File: config.mk
export PLATFORM = sky130hd
export DESIGN_NAME = rx_admit
export DESIGN_NICKNAME = d
export VERILOG_FILES = /design/src/rtl/rx_admit.sv
export SDC_FILE = /design/constraint.sdc
export NUM_CORES = 1
export LEC_CHECK = 0
export CORE_MARGIN = 2
export CORE_UTILIZATION = 62
export DETAILED_ROUTE_END_ITERATION = 16
export DONT_BUFFER_PORTS = 1
export PLACE_DENSITY = 0.82
export REMOVE_ABC_BUFFERS = 1
export SLEW_MARGIN = 20
export SYNTH_ARGS = -nofsm -noshare
export SYNTH_HDL_FRONTEND = slang
export SYNTH_SLANG_ARGS = --single-unit
File: constraint.sdc
create_clock -name clk -period 2.87 [get_ports clk]
set_input_delay 0.574 -clock clk [delete_from_list [all_inputs] [get_ports clk]]
set_output_delay 0.574 -clock clk [all_outputs]
set_load 0.01 [all_outputs]
File: src/rtl/rx_admit.sv
module rx_admit #(
  parameter int CNT_W = 16,
  parameter int QSZ_W = 8
) (
  input  logic             clk,
  input  logic             rst_n,
  input  logic             frm_start,
  input  logic             frm_accept,
  input  logic             frm_end,
  input  logic             cur_own,
  input  logic             poll_done,
  input  logic             poll_own,
  input  logic [QSZ_W-1:0] q_size,
  input  logic             q_full,
  input  logic             q_empty,
  input  logic             miss_clr,
  output logic             poll_req,
  output logic             poll_idx,
  output logic             admit_o,
  output logic             queue_o,
  output logic             miss_o,
  output logic             miss_flag,
  output logic [CNT_W-1:0] miss_cnt
);

  typedef enum logic [1:0] {S_IDLE, S_FINAL, S_NEXT, S_DRAIN} st_t;
  st_t st, st_n;
  logic ovf, ended, q_on, start_ok, fin_hit, fin_miss;
  logic admit_ev, queue_ev, miss_ev;

  assign q_on     = |q_size;
  assign start_ok = (st == S_IDLE) && frm_start && frm_accept;
  assign fin_hit  = (st == S_FINAL) && poll_done && poll_own;
  assign fin_miss = (st == S_FINAL) && poll_done && !poll_own;
  assign admit_ev = (start_ok && cur_own) || fin_hit;
  assign queue_ev = start_ok && !cur_own && q_on && !ovf;
  assign miss_ev  = (start_ok && !cur_own && q_on && ovf) || fin_miss;
  assign poll_req = (st == S_FINAL) || (st == S_NEXT);
  assign poll_idx = (st == S_NEXT);

  always_comb begin
    st_n = st;
    case (st)
      S_IDLE:  if (start_ok) st_n = cur_own ? S_NEXT : (q_on ? S_DRAIN : S_FINAL);
      S_FINAL: if (poll_done) st_n = poll_own ? S_NEXT : S_DRAIN;
      S_NEXT:  if (poll_done) st_n = S_DRAIN;
      S_DRAIN: if (frm_end || ended) st_n = S_IDLE;
      default: st_n = S_IDLE;
    endcase
  end

  always_ff @(posedge clk or negedge rst_n) begin
    if (!rst_n) begin
      st        <= S_IDLE;
      ovf       <= 1'b0;
      ended     <= 1'b0;
      admit_o   <= 1'b0;
      queue_o   <= 1'b0;
      miss_o    <= 1'b0;
      miss_flag <= 1'b0;
      miss_cnt  <= '0;
    end else begin
      st      <= st_n;
      admit_o <= admit_ev;
      queue_o <= queue_ev;
      miss_o  <= miss_ev;
      if (st == S_IDLE) ended <= 1'b0;
      else if (frm_end) ended <= 1'b1;
      if (!q_on)        ovf <= 1'b0;
      else if (q_full)  ovf <= 1'b1;
      else if (q_empty) ovf <= 1'b0;
      if (miss_clr) begin
        miss_flag <= 1'b0;
        miss_cnt  <= '0;
      end else if (miss_ev) begin
        miss_flag <= 1'b1;
        miss_cnt  <= miss_cnt + 1'b1;
      end
    end
  end

  AST_REJECT_IGNORED: assert property (@(posedge clk) disable iff (!rst_n)
    ((st == S_IDLE) && frm_start && !frm_accept) |=> (!admit_o && !queue_o && !miss_o && !poll_req));
  AST_ADMIT_THEN_NEXT: assert property (@(posedge clk) disable iff (!rst_n)
    admit_o |-> (poll_req && poll_idx));
  AST_MISS_QUIET: assert property (@(posedge clk) disable iff (!rst_n)
    miss_o |-> (!poll_req && (miss_flag || $past(miss_clr))));
  AST_QUEUE_NO_POLL: assert property (@(posedge clk) disable iff (!rst_n)
    queue_o |-> !poll_req);
  AST_ONE_OUTCOME: assert property (@(posedge clk) disable iff (!rst_n)
    $onehot0({admit_o, queue_o, miss_o}));
  AST_CNT_HOLD: assert property (@(posedge clk) disable iff (!rst_n)
    (!miss_ev && !miss_clr) |=> $stable(miss_cnt));
  AST_CLEAR: assert property (@(posedge clk) disable iff (!rst_n)
    miss_clr |=> (miss_cnt == '0 && !miss_flag));

endmodule

Yosys cells after proc, flatten, opt, wreduce, memory -nomap -nowiden
Index checks and enable logic that the tools add are counted.

Output and inout bits: 22. Register bits: 24. Word-level logic and storage cells: 56.

Reduce and logical (&&, ||, !) cells: 22. $add $sub $neg: 1. Muxes and demuxes: 17. Equality and inequality tests: 8.

Operators with widths (count): 2-to-1 mux 16 bit (2); adder 16 x 1 -> 16 bit (second input constant) (1); 2-to-1 mux 2 bit (6); logical AND 1 bit (10); 2-to-1 mux 1 bit (8); != test 2 bit (second input constant) (4); one-hot mux 2 bit (4 select lines) (1); OR reduction 8 bit (1); == test 2 bit (second input constant) (2); logical OR 1 bit (4); AND reduction 4 bit (1); nonzero test 2 bit (2); logical NOT 1 bit (3); != test 3 bit (second input constant) (1); == test 2 x 1 -> 1 bit (second input constant) (1); logical NOT 2 bit (1).

Depth between registers and ports, before layout
Gate-level depths: netlist of run 1.

Word-level depth: 9. Mapped depth: 7. Gate-level depth less buffers: 6.

Least setup slack after synthesis of run 1
OpenSTA, ideal clock, no wires.

Kind: input to register. Start point: in q_size[5]. End point: reg miss_cnt[14]. Slack: 0.813 ns. Stages on the path: 5. Arrival: 1.932 ns. Library setup time: 0.125 ns. Path through: or4_4 -> o2111ai_4 -> buf_6 -> a211oi_2 -> mux2_4.

Longest elaborated chain between the ends: 5.

Ends and longest elaborated chain: start, declared (RTL line 13) `input logic [QSZ_W-1:0] q_size,`; OR reduction 8 bit (RTL line 31) `assign q_on = |q_size;`; logical AND 1 bit (2 in series) (RTL line 37) `assign miss_ev = (start_ok && !cur_own && q_on && ovf) || fin_miss;`; logical OR 1 bit (RTL line 37); nonzero test 2 bit (no line); end signal, assigned (RTL line 77) `miss_cnt <= miss_cnt + 1'b1;`; end, declared (RTL line 23) `output logic [CNT_W-1:0] miss_cnt`.

Every way passes these cells. A chain may end at the register's enable or synchronous reset.

Worst setup path in the final report of run 1
Start point: reg st[0]. End point: reg miss_cnt[13].

Longest elaborated chain between the ends: 8. Elaborated cells on any way between the ends: 11. Those cells by class: eq/ne (1); reduce/logical (10).

Ends and longest elaborated chain: start, declared (RTL line 27) `st_t st, st_n;`; start signal, assigned (RTL line 63) `st <= st_n;`; logical NOT 2 bit (RTL line 32) `assign start_ok = (st == S_IDLE) && frm_start && frm_accept;`; logical AND 1 bit (2 in series) (RTL line 32); logical AND 1 bit (3 in series) (RTL line 37); logical OR 1 bit * (RTL line 37); nonzero test 2 bit (no line) *.

Every way passes the cells marked *; elsewhere a longest branch is shown, timed or not.

==> results of run 1 <==
## critical path, delay by kind of cell (launching register included)
kind / cells / cell delay (ns)
multiplexers: 1 / 0.39
AND/OR/NAND/NOR: 1 / 0.28
AO/OA/AOI/OAI: 2 / 0.92
adder cells (fa/ha/maj): 1 / 0.27
buffers and inverters: 1 / 0.10
flip-flops: 1 / 0.44
## per-stage QoR
stage | cell area [um^2] | worst slack (ns) | power (mW) | hold WS (ns)
floorplan | 1470 | 0.683 | 0.585 | 0.278
global placement | 1510 | 0.519 | 0.613 | 0.279
detailed placement | 1510 | 0.358 | 0.628 | 0.279
CTS | 1560 | 0.348 | 0.816 | 0.302
global route | 1550 | 0.200 | 0.855 | 0.242
finish | 1550 | 0.382 | 0.807 | 0.215
## Yosys cell counts, drive strengths merged
| cell type | instances | area (um^2) |
|---|---|---|
| a2111oi | 5 | 43.8 |
| a211o | 1 | 10.0 |
| a211oi | 4 | 45.1 |
| a21boi | 1 | 7.51 |
| a21oi | 7 | 50.0 |
| a221oi | 1 | 8.76 |
| a31oi | 1 | 6.26 |
| and2 | 1 | 6.26 |
| and3 | 3 | 20.0 |
| and4 | 1 | 8.76 |
| buf | 2 | 15.0 |
| clkbuf | 4 | 25.0 |
| dfrtp | 24 | 601 |
| ha | 5 | 62.6 |
| inv | 5 | 18.8 |
| mux2 | 16 | 206 |
| nand2 | 11 | 41.3 |
| nand3 | 8 | 40.0 |
| nand4 | 3 | 18.8 |
| nor2 | 23 | 86.3 |
| nor2b | 14 | 87.6 |
| nor3 | 3 | 15.0 |
| nor4b | 1 | 8.76 |
| o2111a | 1 | 11.3 |
| o2111ai | 1 | 26.3 |
| o21ai | 3 | 15.0 |
| or4 | 2 | 22.5 |
## worst paths after layout
check | endpoint | slack [ns] | depth (start not counted)
worst max-delay path | miss_cnt[13] | 0.38 | 6
worst min-delay path | queue_o | 0.21 | 1
worst max register to register | miss_cnt[13] | 0.38 | 6
worst min register to register | ended | 0.53 | 2
max in group asynchronous | miss_cnt[13] | 2.31 | 1
min in group clk | miss_cnt[1] | 0.30 | 1
## report_power, final
group          total (mW)  switching [mW]  internal [mW]
clock network       0.179           0.102         0.0774
registers           0.401          0.0307          0.371
logic               0.226           0.128         0.0978
## logic make-up (layout without fill, tap and decap cells)
family / count (synthesis) / after routing / synth area share
mux: 16 / 16 / 0.137
flops: 24 / 24 / 0.398
compound gates: 25 / 25 / 0.149
fa+ha+maj: 5 / 5 / 0.0415
buf+inv: 11 / 11 / 0.0390
simple gates: 70 / 70 / 0.236
## sequential cells by signal, summed over array words and instances, names as in the netlist
register and count:
miss_flag 1, ended 1, miss_o 1, miss_cnt 16, queue_o 1, st 2
ovf 1, admit_o 1
## per-layer routing
| layer | track usage | vias up | share of wire |
|---|---|---|---|
| met5 | 0 | - | 0 |
| met4 | 0.0812 | 0 | 0.0058 |
| met3 | 0.0424 | 2 | 0.058 |
| met2 | 0.407 | 35 | 0.49 |
| met1 | 0.270 | 553 | 0.45 |
| li1 | - | 545 | - |
## cell type report
class | count | area share
clock buffers | 4 | 0.0234
inverters | 5 | 0.0121
multi-input cells | 116 | 0.547
flip-flops and latches | 24 | 0.387
well taps | 28 | 0.0226
repair buffers | 2 | 0.00806
## timing repair
action	CTS	global route
hold endpoints to repair	24	0
buffers inserted	0	0
hold buffers	1	0
==> impl_results.md, run 1 <==
* GRT Total Usage at 0.229
* Final net count at 176
* Routed Antenna Nets at 0
* Syn Area/Cell at 9.98 um^2
* Worst vdd ir at 496 uV
* Multi-input gate area at 848 um^2
* Worst Setup End Kind: register
* Endpoints failing setup at 0
* Crit share post-route at 0.867
* Flops & latches, synth at 24
* Post_cts resized at 0
* Critical-path cell list: inv_1 -> ha_1 -> and3_2 -> o2111ai_4 -> a2111oi_0 -> mux2_2
* Fill count at 172
* Crit start category: register
* Drt drc at 0
* TritonCTS buffer count at 3
* DIE AREA at 2840 um^2
* CP arrival at 2.70 ns
* Status: finished, final reports clean
* Layout Cells excl Fill at between 150 and 200
* Die X at between 50 and 60 um
* Worst Hold Class: input port to async pin
* Worst Path Max Fanout at 16
* Worst Setup SP: st[0]
* Leak at roughly 0.65 nW
* Avg WL per Cell at 16.3 um
* Clock Path Buffers at 2
* Critical path's largest stage delay at 0.62 ns
* Worst R2R Start: st[0]
* Sequential Area at 601 um^2
* Worst-Margin Slew at 0.512 ns
* Slew HR at 0.650
* Row count at 17
* Diode count at 0
* Max Slew Vio Count at 0
* Via count at 1135
* Mapped cell area at 1510 um^2
* Initial Util at 0.669
* Area grow syn2layout at 2.90%
* Util after Layout at 0.688
* F_max at 402 MHz
* Worst-path clk slew at 0.13 ns
* Most frequent cells in the layout: dfrtp_1 (24), nor2_1 (23), nor2b_1 (14)
* CP max stage cell: a2111oi_0
* Post-DP HPWL at 2190 um
* Maximum level of the CTS H-tree at 1
* Initial antenna violation count at 0
* Vias in the first global route at about 1100
* Total power per unit cell area at 520 nW/um^2
* Unrepaired setup endpoints after global routing: no
* GRT overflow at 0
* Pin count of the biggest net entering global routing at 32
* Insertion delay of the later-clocked pin in the worst-skew pair at just over 0.3 ns
* Count of different cell masters after synthesis at 33
* Most common cell after layout, fill and taps aside: dfrtp_1
* Placed Cells at 174
* Gp weighted congestion at 0.828
* Core area at 2250 um^2
* Port bufs at 0
* Max-cap viol count at 0
* Post-route clock skew at ~0.0033 ns
* Layout cells sized above 1 at 0.225
* Die Y at about 53 um
* Yosys warns at 0
* Post-synthesis sequential area ratio at 0.398
* CP Class: register to register
* Detailed Route Iter0 Violations at 34
* WL final at slightly below 3000 um
* Clock sinks at 24
* CTS tree: built
* Pre-antenna DRT Iters at 4
* Critical path data required time at 3.08 ns
* Via density at 6.34
* TNS Setup at 0 ns
* Synth Instances at ~150
* Fin. Hold Viols at 0
* Root buffer cell: clkbuf_4
* Global-route wire length before repair at 4770 um
* Crit path time final at between 2 and 2.5 ns
* Top-Level Pins at roughly 40
No activity file was read; power rests on OpenSTA's default activity.
==> inputs of run 2 (changes only) <==
ABC_AREA = 1   (was not set)
CORE_UTILIZATION = 67   (was 62)
PLACE_DENSITY = 0.87   (was 0.82)
clock period = 3.2 ns   (was 2.87 ns; I/O delays follow)
==> run 2 against run 1 <==
Maximum frequency grew 36%. Global-route usage grew 6.2 points. Critical path type unchanged. Sequential share of layout area shrank 1.8 points. Worst setup slack gained 0.99 ns. Count of clock-buffer cells in the layout shrank 1. Critical path depth grew 2. Critical endpoint is now miss_cnt[4]. Combinational power shrank 5%.
==> impl_results.md, run 2 <==
* Crit. path cell count at 8 (was 6)
* Clock sinks at 24 (unchanged)
* Gp weighted congestion at 0.880 (was 0.828)
* Yosys warns at 0 (unchanged)
* Area grow syn2layout at 3.42% (was 2.90%)
* Pre-antenna DRT Iters at 4 (unchanged)
* Drt drc at 0 (unchanged)
* Leak at 0.835 nW (was 0.646 nW)
* Diode count at 0 (unchanged)
* Avg WL per Cell at 14.3 um (was 16.3 um)
* WL final at 3440 um (was 2920 um)
* Most common cell after layout, fill and taps aside: nand2_1 (was dfrtp_1)
* GRT Total Usage at 0.290 (was 0.229)
* Multi-input gate area at 817 um^2 (was 848 um^2)
* Status: finished, final reports clean (unchanged)
* Post-route clock skew at 0.00446 ns (was 0.00328 ns)
* Synth Flop Type: dfrtp_1 (unchanged)
* Sequential Area at 601 um^2 (unchanged)
* Max FFs per register at 16 (unchanged)
* F_max at 548 MHz (was 402 MHz)
* Detailed Route Iter0 Violations at 47 (was 34)
* Row count at 17 (unchanged)
* Pin count of the biggest net entering global routing at 31 (was 32)
* Final net count at 238 (was 176)
* Worst path bufs/invs at 1 (unchanged)
* TritonCTS buffer count at 3 (unchanged)
* Worst Setup SP: st[0] (unchanged)
* Root buffer cell: clkbuf_4 (unchanged)
* Leading registers by flop count: miss_cnt x16, st x2 (unchanged)
* Via count at 1438 (was 1135)
* Fill count at 164 (was 172)
* FF-to-FF path depth at 8 (was 6)
* Top-Level Pins at 41 (unchanged)
* Ys async rst share at 1.00 (unchanged)
* Post-DP HPWL at 2420 um (was 2190 um)
* Post-synthesis sequential area ratio at 0.382 (was 0.398)
* Placed Cells at 236 (was 174)
* Layout Cells excl Fill at 241 (was 179)
* Initial antenna violation count at 0 (unchanged)
* Crit start category: register (unchanged)
* RR Endpoint: miss_cnt[4] (was miss_cnt[13])
* CP Class: register to register (unchanged)
* Maximum level of the CTS H-tree at 1 (unchanged)
* TNS Setup at 0 ns (unchanged)
* Slew HR at 0.431 (was 0.650)
* Worst-Margin Slew at 0.853 ns (was 0.512 ns)
* Critical-path cell list: inv_1 -> ha_1 -> nand3_2 -> nor2_4 -> nand3_4 -> nand2_4 -> nand3b_1 -> nand2_1 (was inv_1 -> ha_1 -> and3_2 -> o2111ai_4 -> a2111oi_0 -> mux2_2)
* Layout cells sized above 1 at 0.0657 (was 0.225)
* Critical path's largest stage delay at 0.43 ns (was 0.62 ns)
* Worst Hold Class: input port to async pin (unchanged)
* DIE AREA at 2750 um^2 (was 2840 um^2)
* CP max stage cell: dfrtp_1 (was a2111oi_0)
* Routed Antenna Nets at 0 (unchanged)
* Crit path time final at 1.82 ns (was 2.49 ns)
* Endpoints failing setup at 0 (unchanged)
* Insertion delay of the later-clocked pin in the worst-skew pair at 0.33 ns (was 0.31 ns)
* Global-route wire length before repair at 5940 um (was 4770 um)
* Via density at 5.97 (was 6.34)
* Worst Setup End Kind: register (unchanged)
* Largest area contributor in the netlist: dfrtp_1 (unchanged)
* Setup slack at placement at 1.44 ns (was 0.358 ns)
* Fin. Hold Viols at 0 (unchanged)
* Setup ws final at 1.38 ns (was 0.382 ns)
* Post-synth top cells: nand2_1 (56), inv_1 (31), dfrtp_1 (24) (was dfrtp_1 (24), nor2_1 (23), nor2b_1 (14))
* GRT met3 Usage at 0.0543 (was 0.0424)
* Core area at 2210 um^2 (was 2250 um^2)
* Vias in the first global route at 1419 (was 1120)
* Worst Path Max Fanout at 18 (was 16)
* Util after Layout at 0.735 (was 0.688)
* GRT overflow at 0 (unchanged)
* Worst vdd ir at 516 uV (was 496 uV)
* Met1 Track Usage GR at 0.357 (was 0.270)
* Initial Util at 0.711 (was 0.669)
* Port bufs at 0 (unchanged)
* Synth Instances at 214 (was 151)
* Number of flops mapped to enable cells by yosys at 0 (unchanged)
* Max Slew Vio Count at 0 (unchanged)
* Met2 Usage GRT at 0.500 (was 0.407)
* Syn Area/Cell at 7.35 um^2 (was 9.98 um^2)
* Crit path max-delay family: simple AND/OR/NAND/NOR gates (was compound AO/OA/AOI/OAI gates)
* Mapped cell area at 1570 um^2 (was 1510 um^2)
* Count of different cell masters after synthesis at 26 (was 33)
* Clock Path Buffers at 2 (unchanged)
* Cts hold-fix bufs at 1 (unchanged)
* Setup crit end: miss_cnt[4] (was miss_cnt[13])
* Top reg by flops: miss_cnt (unchanged)
* Reg2reg setup slack at 1.38 ns (was 0.38 ns)
* GRT busiest layer: met2 (unchanged)
* Cell with the most instances after synthesis: nand2_1 (was dfrtp_1)
* Flops & latches, synth at 24 (unchanged)
* Synth area leaders: dfrtp_1 (38%), nand2_1 (13%), nand4_1 (8.4%), inv_1 (7.4%), nand3_1 (6.4%) (was dfrtp_1 (40%), mux2_4 (7.0%), mux2_2 (6.7%), nor2b_1 (5.8%), nor2_1 (5.7%))
* Crit share post-route at 0.570 (was 0.867)
* CP arrival at 2.10 ns (was 2.70 ns)
* Worst-path clk slew at 0.14 ns (was 0.13 ns)
* Area after DPL at 1570 um^2 (was 1510 um^2)
* Most frequent cells in the layout: nand2_1 (56), inv_1 (31), dfrtp_1 (24) (was dfrtp_1 (24), nor2_1 (23), nor2b_1 (14))
* Proportion of netlist area held by the largest area contributor at 0.382 (was 0.398)
* Worst R2R Start: st[0] (unchanged)
* Post_cts resized at 0 (unchanged)
* Post-route cell area at 1630 um^2 (was 1550 um^2)
* Critical path data required time at 3.47 ns (was 3.08 ns)
* Max-cap viol count at 0 (unchanged)
* Die X at 52.5 um (was 53.3 um)
* Post-CTS setup repair buffer count at 0 (unchanged)
* Unrepaired setup endpoints after global routing: no (unchanged)
* Die Y at 52.5 um (was 53.3 um)
* CTS tree: built (unchanged)
* Total power per unit cell area at 491 nW/um^2 (was 520 nW/um^2)
## run 2: worst register-to-register path: cells and delay by family, from the launching register on
| kind | cells | cell delay (ns) |
|---|---|---|
| flops | 1 | 0.43 |
| fa+ha+maj | 1 | 0.26 |
| buf+inv | 1 | 0.11 |
| simple gates | 6 | 0.98 |
## run 2: through the flow
| stage | hold WS (ns) | power, mW |
|---|---|---|
| 4_1_cts | 0.351 | 0.800 |
| 2_1_floorplan | 0.344 | 0.531 |
| 3_3_place_gp | 0.345 | 0.560 |
| 3_5_place_dp | 0.345 | 0.572 |
| 6_report | 0.267 | 0.798 |
| 5_1_grt | 0.317 | 0.840 |
## run 2: cells by family after synthesis
group / count (synthesis) / share of synthesized area
compound gates: 10 / 0.0334
xor+xnor: 5 / 0.0278
fa+ha+maj: 5 / 0.0398
buf+inv: 37 / 0.0986
flops: 24 / 0.382
simple gates: 133 / 0.418
## run 2: final cells by class
cell class,instances,share of cell area
multi-input combinational,153,0.502
sequential,24,0.369
inverter,31,0.0715
tap,28,0.0215
clock inverter,1,0.0185
clock buffer,3,0.0138
timing repair buffer,1,0.00308
## run 2: worst min-delay path by stage
stage | startpoint | end | slack (ns)
after CTS | miss_clr | miss_flag | 0.35
final | rst_n | miss_cnt[7] | 0.27
after floorplan | rst_n | admit_o | 0.34
after global placement | rst_n | queue_o | 0.34
after global routing | rst_n | miss_cnt[9] | 0.32
after detailed placement | rst_n | miss_cnt[9] | 0.34
## run 2: layer usage
| metal | wire [um] | part of all wire |
|---|---|---|
| met4 | 48 | 0.014 |
| met1 | 1440 | 0.42 |
| met3 | 243 | 0.071 |
| met5 | 0 | 0 |
| met2 | 1710 | 0.50 |
## run 2: power breakdown
group / total (mW) / switching (mW) / leakage (nW) / internal [mW]
clock: 0.225 / 0.0982 / 0.0279 / 0.127
sequential: 0.358 / 0.0254 / 0.325 / 0.333
combinational: 0.215 / 0.138 / 0.482 / 0.0767
